### src/rtl/stx_pkg.sv
// stx_pkg: shared constants, the frame sequencer state type and the
// stop-interval length function for the serial transmitter.
// Assumes a 16x oversampling enable, so stop lengths are counted in ticks.
package stx_pkg;
    localparam int TICKS_PER_BIT = 16;
    localparam int CHAR_W        = 8;
    localparam int TCNT_W        = 5;

    typedef enum logic [2:0] {
        ST_IDLE,
        ST_START,
        ST_DATA,
        ST_PAR,
        ST_STOP,
        ST_BRK,
        ST_GAP
    } stx_state_e;

    // Stop interval in ticks: long range when the code MSB is set or the
    // character is 5 bits wide, short range otherwise.
    function automatic logic [TCNT_W-1:0] stop_ticks(input logic [3:0] code,
                                                     input logic       five_bit);
        logic [TCNT_W-1:0] base;
        base = (code[3] || five_bit) ? TCNT_W'(17) : TCNT_W'(9);
        return base + TCNT_W'(code[2:0]);
    endfunction
endpackage

### src/rtl/stx_fifo.sv
// stx_fifo: first-in first-out character queue.
// Assumes the caller never pushes while full nor pops while empty;
// the head entry is presented combinationally on dout.
module stx_fifo #(
    parameter int DEPTH = 8,
    parameter int W     = 8
) (
    input  logic         clk,
    input  logic         rst_n,
    input  logic         push,
    input  logic [W-1:0] din,
    input  logic         pop,
    output logic [W-1:0] dout,
    output logic         empty,
    output logic         full
);
    localparam int AW = (DEPTH > 1) ? $clog2(DEPTH) : 1;
    localparam int CW = $clog2(DEPTH + 1);

    logic [W-1:0]  mem [DEPTH];
    logic [AW-1:0] rd_ptr, wr_ptr;
    logic [CW-1:0] count;

    function automatic logic [AW-1:0] bump(input logic [AW-1:0] p);
        return (p == AW'(DEPTH - 1)) ? '0 : p + AW'(1);
    endfunction

    assign empty = (count == '0);
    assign full  = (count == CW'(DEPTH));
    assign dout  = mem[rd_ptr];

    // Store the pushed character at the write pointer.
    always_ff @(posedge clk) begin
        if (push) mem[wr_ptr] <= din;
    end

    // Advance pointers and track occupancy.
    always_ff @(posedge clk) begin
        if (!rst_n) begin
            rd_ptr <= '0;
            wr_ptr <= '0;
            count  <= '0;
        end else begin
            if (push) wr_ptr <= bump(wr_ptr);
            if (pop)  rd_ptr <= bump(rd_ptr);
            case ({push, pop})
                2'b10:   count <= count + CW'(1);
                2'b01:   count <= count - CW'(1);
                default: count <= count;
            endcase
        end
    end


    no_overflow_chk: assert property (@(posedge clk) disable iff (!rst_n)
        full |-> !push);


    no_underflow_chk: assert property (@(posedge clk) disable iff (!rst_n)
        empty |-> !pop);
endmodule

### src/rtl/stx_frame.sv
// stx_frame: serial frame sequencer. Builds start, data, parity and stop
// intervals from the queue head, gates starts with clear-to-send, and runs
// the break / post-break marking sequence.
// Assumes format inputs are steady while a frame is on the line.
module stx_frame
    import stx_pkg::*;
(
    input  logic              clk,
    input  logic              rst_n,
    input  logic              tick,
    input  logic [1:0]        char_len,
    input  logic              par_en,
    input  logic              par_odd,
    input  logic [3:0]        stop_code,
    input  logic              cts_flow_en,
    input  logic              ctsn,
    input  logic              fifo_empty,
    input  logic [CHAR_W-1:0] fifo_dout,
    input  logic              brk_start,
    input  logic              brk_stop,
    output logic              pop,
    output logic              busy,
    output logic              txd
);
    localparam logic [TCNT_W-1:0] BIT_LAST = TCNT_W'(TICKS_PER_BIT - 1);

    stx_state_e        state;
    logic [TCNT_W-1:0] cnt;
    logic [2:0]        bidx;
    logic [CHAR_W-1:0] shreg;
    logic              par_bit;
    logic              brk_pend;
    logic              brk_end;

    logic [TCNT_W-1:0] stop_last;
    logic [2:0]        last_bit;
    logic [CHAR_W-1:0] mask;
    logic              can_start;
    logic              launch;

    assign stop_last = stop_ticks(stop_code, char_len == 2'd0) - TCNT_W'(1);
    assign last_bit  = 3'd4 + {1'b0, char_len};
    assign mask      = 8'hFF >> (2'd3 - char_len);
    assign can_start = !fifo_empty && (!cts_flow_en || !ctsn);

    // A character may begin from idle, right after a stop interval, or
    // right after the post-break marking interval.
    assign launch = tick && can_start &&
                    ((state == ST_IDLE) ||
                     (state == ST_STOP && cnt == stop_last) ||
                     (state == ST_GAP  && cnt == BIT_LAST));
    assign pop  = launch;
    assign busy = (state != ST_IDLE);

    // Drive the line level from the current interval.
    always_comb begin
        case (state)
            ST_START: txd = 1'b0;
            ST_DATA:  txd = shreg[0];
            ST_PAR:   txd = par_bit;
            ST_BRK:   txd = 1'b0;
            default:  txd = 1'b1;
        endcase
    end

    // Sequence intervals on tick edges and latch break commands.
    always_ff @(posedge clk) begin
        if (!rst_n) begin
            state    <= ST_IDLE;
            cnt      <= '0;
            bidx     <= '0;
            shreg    <= '0;
            par_bit  <= 1'b0;
            brk_pend <= 1'b0;
            brk_end  <= 1'b0;
        end else begin
            if (brk_stop)       brk_pend <= 1'b0;
            else if (brk_start) brk_pend <= 1'b1;
            if (brk_stop && state == ST_BRK) brk_end <= 1'b1;

            if (launch) begin
                state   <= ST_START;
                cnt     <= '0;
                bidx    <= '0;
                shreg   <= fifo_dout;
                par_bit <= ^(fifo_dout & mask) ^ par_odd;
            end else if (tick) begin
                case (state)
                    ST_IDLE: begin
                        if (brk_pend && fifo_empty) begin
                            state    <= ST_BRK;
                            brk_pend <= 1'b0;
                            brk_end  <= 1'b0;
                        end
                    end
                    ST_START: begin
                        if (cnt == BIT_LAST) begin
                            state <= ST_DATA;
                            cnt   <= '0;
                        end else cnt <= cnt + TCNT_W'(1);
                    end
                    ST_DATA: begin
                        if (cnt == BIT_LAST) begin
                            cnt <= '0;
                            if (bidx == last_bit) begin
                                state <= par_en ? ST_PAR : ST_STOP;
                            end else begin
                                bidx  <= bidx + 3'd1;
                                shreg <= shreg >> 1;
                            end
                        end else cnt <= cnt + TCNT_W'(1);
                    end
                    ST_PAR: begin
                        if (cnt == BIT_LAST) begin
                            state <= ST_STOP;
                            cnt   <= '0;
                        end else cnt <= cnt + TCNT_W'(1);
                    end
                    ST_STOP: begin
                        if (cnt == stop_last) state <= ST_IDLE;
                        else cnt <= cnt + TCNT_W'(1);
                    end
                    ST_BRK: begin
                        if (brk_end) begin
                            state   <= ST_GAP;
                            cnt     <= '0;
                            brk_end <= 1'b0;
                        end
                    end
                    ST_GAP: begin
                        if (cnt == BIT_LAST) state <= ST_IDLE;
                        else cnt <= cnt + TCNT_W'(1);
                    end
                    default: state <= ST_IDLE;
                endcase
            end
        end
    end


    cts_hold_chk: assert property (@(posedge clk) disable iff (!rst_n)
        (cts_flow_en && ctsn && state != ST_START) |=> (state != ST_START));


    brk_after_drain_chk: assert property (@(posedge clk) disable iff (!rst_n)
        $rose(state == ST_BRK) |-> $past(fifo_empty));


    txd_on_tick_chk: assert property (@(posedge clk) disable iff (!rst_n)
        !tick |=> $stable(txd));


    gap_after_brk_chk: assert property (@(posedge clk) disable iff (!rst_n)
        $fell(state == ST_BRK) |-> (state == ST_GAP));
endmodule

### src/rtl/stx_rts.sv
// stx_rts: request-to-send output. Manual assert/negate commands, plus an
// optional release one bit time after the transmitter drains.
// Assumes command pulses are single-cycle and tx_emt comes from the
// queue and sequencer.
module stx_rts
    import stx_pkg::*;
(
    input  logic clk,
    input  logic rst_n,
    input  logic tick,
    input  logic tx_emt,
    input  logic auto_en,
    input  logic cmd_on,
    input  logic cmd_off,
    output logic rtsn
);
    localparam int IW = $clog2(TICKS_PER_BIT);
    localparam logic [IW-1:0] IDLE_LAST = IW'(TICKS_PER_BIT - 1);

    logic          armed;
    logic [IW-1:0] icnt;

    // Track manual commands, arm on activity, release after an idle bit.
    always_ff @(posedge clk) begin
        if (!rst_n) begin
            rtsn  <= 1'b1;
            armed <= 1'b0;
            icnt  <= '0;
        end else if (cmd_off) begin
            rtsn  <= 1'b1;
            armed <= 1'b0;
        end else if (cmd_on) begin
            rtsn  <= 1'b0;
            armed <= 1'b0;
        end else if (!tx_emt) begin
            armed <= ~rtsn;
            icnt  <= '0;
        end else if (tick) begin
            if (armed && auto_en && icnt == IDLE_LAST) begin
                rtsn  <= 1'b1;
                armed <= 1'b0;
            end else if (icnt != IDLE_LAST) begin
                icnt <= icnt + IW'(1);
            end
        end
    end


    rts_release_chk: assert property (@(posedge clk) disable iff (!rst_n)
        $rose(rtsn) |-> ($past(cmd_off) || $past(auto_en && tx_emt && tick)));


    rts_assert_chk: assert property (@(posedge clk) disable iff (!rst_n)
        (cmd_on && !cmd_off) |=> !rtsn);
endmodule

### src/rtl/sertx_flow.sv
// sertx_flow: single-channel asynchronous transmitter with character queue,
// clear-to-send pacing, request-to-send auto release and break control.
// Assumes tick16 is a one-cycle enable at 16x the bit rate.
module sertx_flow
    import stx_pkg::*;
#(
    parameter int FIFO_DEPTH = 8
) (
    input  logic        clk,
    input  logic        rst_n,
    input  logic        tick16,
    input  logic        tx_en,
    input  logic [1:0]  char_len,
    input  logic        par_en,
    input  logic        par_odd,
    input  logic [3:0]  stop_code,
    input  logic        cts_flow_en,
    input  logic        rts_auto_en,
    input  logic        ctsn,
    input  logic        wr_valid,
    input  logic [7:0]  wr_data,
    input  logic        brk_start,
    input  logic        brk_stop,
    input  logic        rts_assert,
    input  logic        rts_negate,
    output logic        txd,
    output logic        rtsn,
    output logic        tx_rdy,
    output logic        tx_emt
);
    logic              push, pop, f_empty, f_full, busy;
    logic [CHAR_W-1:0] head;

    assign push   = wr_valid && tx_en && !f_full;
    assign tx_rdy = !f_full;
    assign tx_emt = f_empty && !busy;

    stx_fifo #(.DEPTH(FIFO_DEPTH), .W(CHAR_W)) i_fifo (
        .clk(clk), .rst_n(rst_n), .push(push), .din(wr_data),
        .pop(pop), .dout(head), .empty(f_empty), .full(f_full)
    );

    stx_frame i_frame (
        .clk(clk), .rst_n(rst_n), .tick(tick16),
        .char_len(char_len), .par_en(par_en), .par_odd(par_odd),
        .stop_code(stop_code), .cts_flow_en(cts_flow_en), .ctsn(ctsn),
        .fifo_empty(f_empty), .fifo_dout(head),
        .brk_start(brk_start && tx_en), .brk_stop(brk_stop),
        .pop(pop), .busy(busy), .txd(txd)
    );

    stx_rts i_rts (
        .clk(clk), .rst_n(rst_n), .tick(tick16), .tx_emt(tx_emt),
        .auto_en(rts_auto_en), .cmd_on(rts_assert), .cmd_off(rts_negate),
        .rtsn(rtsn)
    );


    no_write_disabled_chk: assert property (@(posedge clk) disable iff (!rst_n)
        (!tx_en && !pop) |=> ($past(f_empty) == f_empty));
endmodule

### config.mk
export PLATFORM = sky130hd
export DESIGN_NAME = sertx_flow
export DESIGN_NICKNAME = d
export VERILOG_FILES = /design/src/rtl/stx_pkg.sv /design/src/rtl/stx_fifo.sv /design/src/rtl/stx_frame.sv /design/src/rtl/stx_rts.sv /design/src/rtl/sertx_flow.sv
export SDC_FILE = /design/constraint.sdc
export NUM_CORES = 1
export LEC_CHECK = 0
export BUFFER_PORTS_ARGS = -buffer_cell sky130_fd_sc_hd__buf_4
export CORE_ASPECT_RATIO = 0.7
export CORE_MARGIN = 8
export CORE_UTILIZATION = 35
export DETAILED_ROUTE_END_ITERATION = 6
export HOLD_SLACK_MARGIN = 0.08
export SETUP_SLACK_MARGIN = 0.4
export SYNTH_ARGS = -nofsm -noshare
export SYNTH_HDL_FRONTEND = slang
export SYNTH_SLANG_ARGS = --single-unit
### constraint.sdc
create_clock -name clk -period 9.6 [get_ports clk]
set_input_delay 1.92 -clock clk [delete_from_list [all_inputs] [get_ports clk]]
set_output_delay 1.92 -clock clk [all_outputs]
set_load 0.05 [all_outputs]
==> impl_metrics.tcl <==
set metrics [dict create \
    avgViaCountPerCell 5.022 \
    ys_seq_elements 105 \
    port_buffers 31 \
    drt_iter0_drc 296 \
    crit_arrival_ns 4.84 \
    area_delta_synth_final_pct 14.84 \
    drv_slew 0 \
    antenna_found_initial 0 \
    grt_pass1_vias 2906 \
    cp-end-kind "flip-flop" \
    synth.top_cell.area_share_pct 40.00 \
    synth_ff_type "edfxtp_1" \
    wirelength_mm 9.608 \
    final_nets 440 \
    synth_warnings 0 \
    final_common_cell "edfxtp_1" \
    grt.total_usage_pct 11.30 \
    setup_viol 0 \
    worstSetupPathType "in -> reg" \
    cp_max_fo 20 \
    cpPeakStageDelay_ns 0.61 \
    synth_fp_nets 410 \
    hold_violations 0 \
    path_cells "buf_4 -> o21bai_1 -> mux2i_1 -> a21boi_1 -> o21a_1 -> nor3_4 -> ha_1 -> nor4bb_1 -> a21oi_1 -> nor2_1 -> a21oi_1 -> nor2_1 -> xor2_1 -> and2_1" \
    num-fill-cells 1201 \
    die_area_mm2 0.01779 \
    initial_core_util_pct 36.21 \
    num_vias 2963 \
    p_int_uw 821.1 \
    drive_gt1_share_pct 17.28 \
    clkLatencyLatePin_ns 0.35 \
    rsz0062_at_grt "no" \
    cts_tree "yes" \
    holdCritPathClass "reg -> reg" \
    maxCapViolations 0 \
    power.switching_uw 396.0 \
    p_leak_uw 0.001876 \
    tightestPinTransition_ns 0.9399 \
    seq_area_frac_synth_pct 57.08 \
    fin_area_mm2 0.005518 \
    synthTopCellsByArea "edfxtp_1 40%, dfxtp_1 17%, mux4_1 4.4%" \
    rows 35 \
    netlist-cell-type-count 51 \
    syn_inst 370 \
    regArea_mm2 0.002743 \
    setup_tns_ns 0 \
    htreeDepth 3 \
    grt_max_degree 29 \
    placed_cell_area_mm2 0.005226 \
    r2r_slack_ns 6.10 \
    antennaDiodeCount 0 \
    post_cts_buffers 0 \
    die_x_um 156.0 \
    final_cell_mix "64 x edfxtp_1, 41 x dfxtp_1, 33 x buf_4" \
    max_slew_margin_pct 37.00 \
    antenna_left 0 \
    cpLargestDelayFamily "simple AND/OR/NAND/NOR gates" \
    core_area_mm2 0.01327 \
    swShare_pct 32.54 \
    cts_num_sinks 105 \
    powerDensity_mw_per_mm2 220.6 \
    grt_pass1_wl_mm 15.57 \
    synth_area_per_cell_um2 12.99 \
    synthArstFlopShare_pct 0 \
    crit_buf_inv 1 \
    utilization_pct 41.58 \
    status "complete, no violations" \
    power_frac_comb_pct 24.7 \
    wl_per_cell_um 16.28 \
    drcViolationCount 0 \
    cts_made_buffers 9 \
    start_kind "primary input" \
    clkPwrFrac_pct 29.5 \
    dp_hpwl_mm 6.711 \
    cp_slowest_cell "nor3_4" \
    cts_root_buf "clkbuf_16" \
    syn_area_mm2 0.004805 \
    seq_power_share_pct 45.8 \
    grt_overflow 0 \
    cp.required_ns 9.89 \
    period_needed_ns 4.547 \
    die_y_um 114.0 \
    skew_ns 0.01246 \
    gp_congestion 0.7632 \
    min_period_over_period_pct 47.36 \
    cts.repair.resized 0 \
    synth_edf_count 64 \
    synth_top_cell_by_area "edfxtp_1" \
    vdd_ir_drop_max_v 0.0001630 \
    dr.pass1.iters 4 \
    timing.fmax_ghz 0.2199 \
    cts_max_path_buffers 2 \
    clkSlewWorstSetupHoldPaths_ns 0.08 \
    multiInputGateArea_mm2 0.001944 \
    holdBufCountCts 0 \
    io_pins 32 \
]
Yosys cell counts (all sizes together) (5+ instances only):
master,instances
nand2b,7
mux4,16
a21boi,5
mux2i,17
edfxtp,64
clkbuf,10
xor2,9
nand2,16
a21oi,15
nand4,5
nand3,9
a221oi,7
o21ai,19
nand3b,5
xnor2,11
nor3,10
nor2b,11
nor2,24
ha,12
dfxtp,41
inv,16
routing by layer:
layer	vias to the layer above	wire (um)	global-route usage, %
met5	-	0	0
met4	0	116	3.351
met3	7	381	2.985
met2	56	4413	17.22
met1	1444	4697	15.42
li1	1456	-	-
kinds of logic after synthesis:
family	after synthesis	synth area share, %
AOI/OAI and AO/OA	67	9.166
xor gates and xnor gates	20	3.802
adders and majority gates	12	3.125
buffers and inverters	30	2.890
DFF	105	57.08
muxes	34	12.42
and+or+nand+nor	102	11.51
through the flow:
| stage | hold slack [ns] | total power [uW] | setup slack, ns | std cells |
|---|---|---|---|---|
| after detailed placement | 0.4594 | 868.0 | 4.698 | 574 |
| after floorplan | 0.4373 | 790.6 | 5.222 | 370 |
| after global placement | 0.4495 | 862.1 | 4.801 | 574 |
| after global routing | 0.5011 | 1286 | 4.694 | 590 |
| after CTS | 0.4736 | 1228 | 5.057 | 590 |
| final | 0.4686 | 1217 | 5.053 | 590 |
layout make-up:
cell class,count,share of cell area (%)
Tap cell,185,4.195
Sequential cell,105,49.71
Timing Repair Buffer,33,4.490
Multi-Input combinational cell,235,35.24
Clock buffer,9,4.082
Clock inverter,7,1.202
Inverter,16,1.088
worst min-delay path: cells and delay by family (launching register included):
kind / cells / cell delay, ns
AO/OA/AOI/OAI: 1 / 0.06
buffers and inverters: 1 / 0.05
flip-flops: 1 / 0.31
worst paths after layout:
path	to	from	depth (start not counted)
max	i_fifo.count[3]	char_len[1]	14
min	i_frame.shreg[3]	i_frame.shreg[3]	2
max reg2reg	i_fifo.count[3]	i_frame.cnt[0]	14
min reg2reg	i_frame.shreg[3]	i_frame.shreg[3]	2
power by group through the flow:
stage | registers, uW | clock network, uW | logic (uW)
after floorplan | 541 | 0 | 249
after global placement | 566 | 0 | 296
after detailed placement | 568 | 0 | 300
after CTS | 558 | 368 | 302
after global routing | 565 | 386 | 335
final | 557 | 359 | 301
flip-flops by register name (all words and copies together), names as in the netlist, named ones only:
signal and cells:
i_fifo.mem 64, i_frame.shreg 8, i_frame.cnt 5, i_fifo.count 4
i_rts.icnt 4, i_fifo.rd_ptr 3, i_fifo.wr_ptr 3, i_frame.bidx 3
i_frame.state 3, i_frame.brk_end 1, i_frame.brk_pend 1, i_frame.par_bit 1
i_rts.armed 1, i_rts.rtsn 1
(Power assumes the default switching activity.)
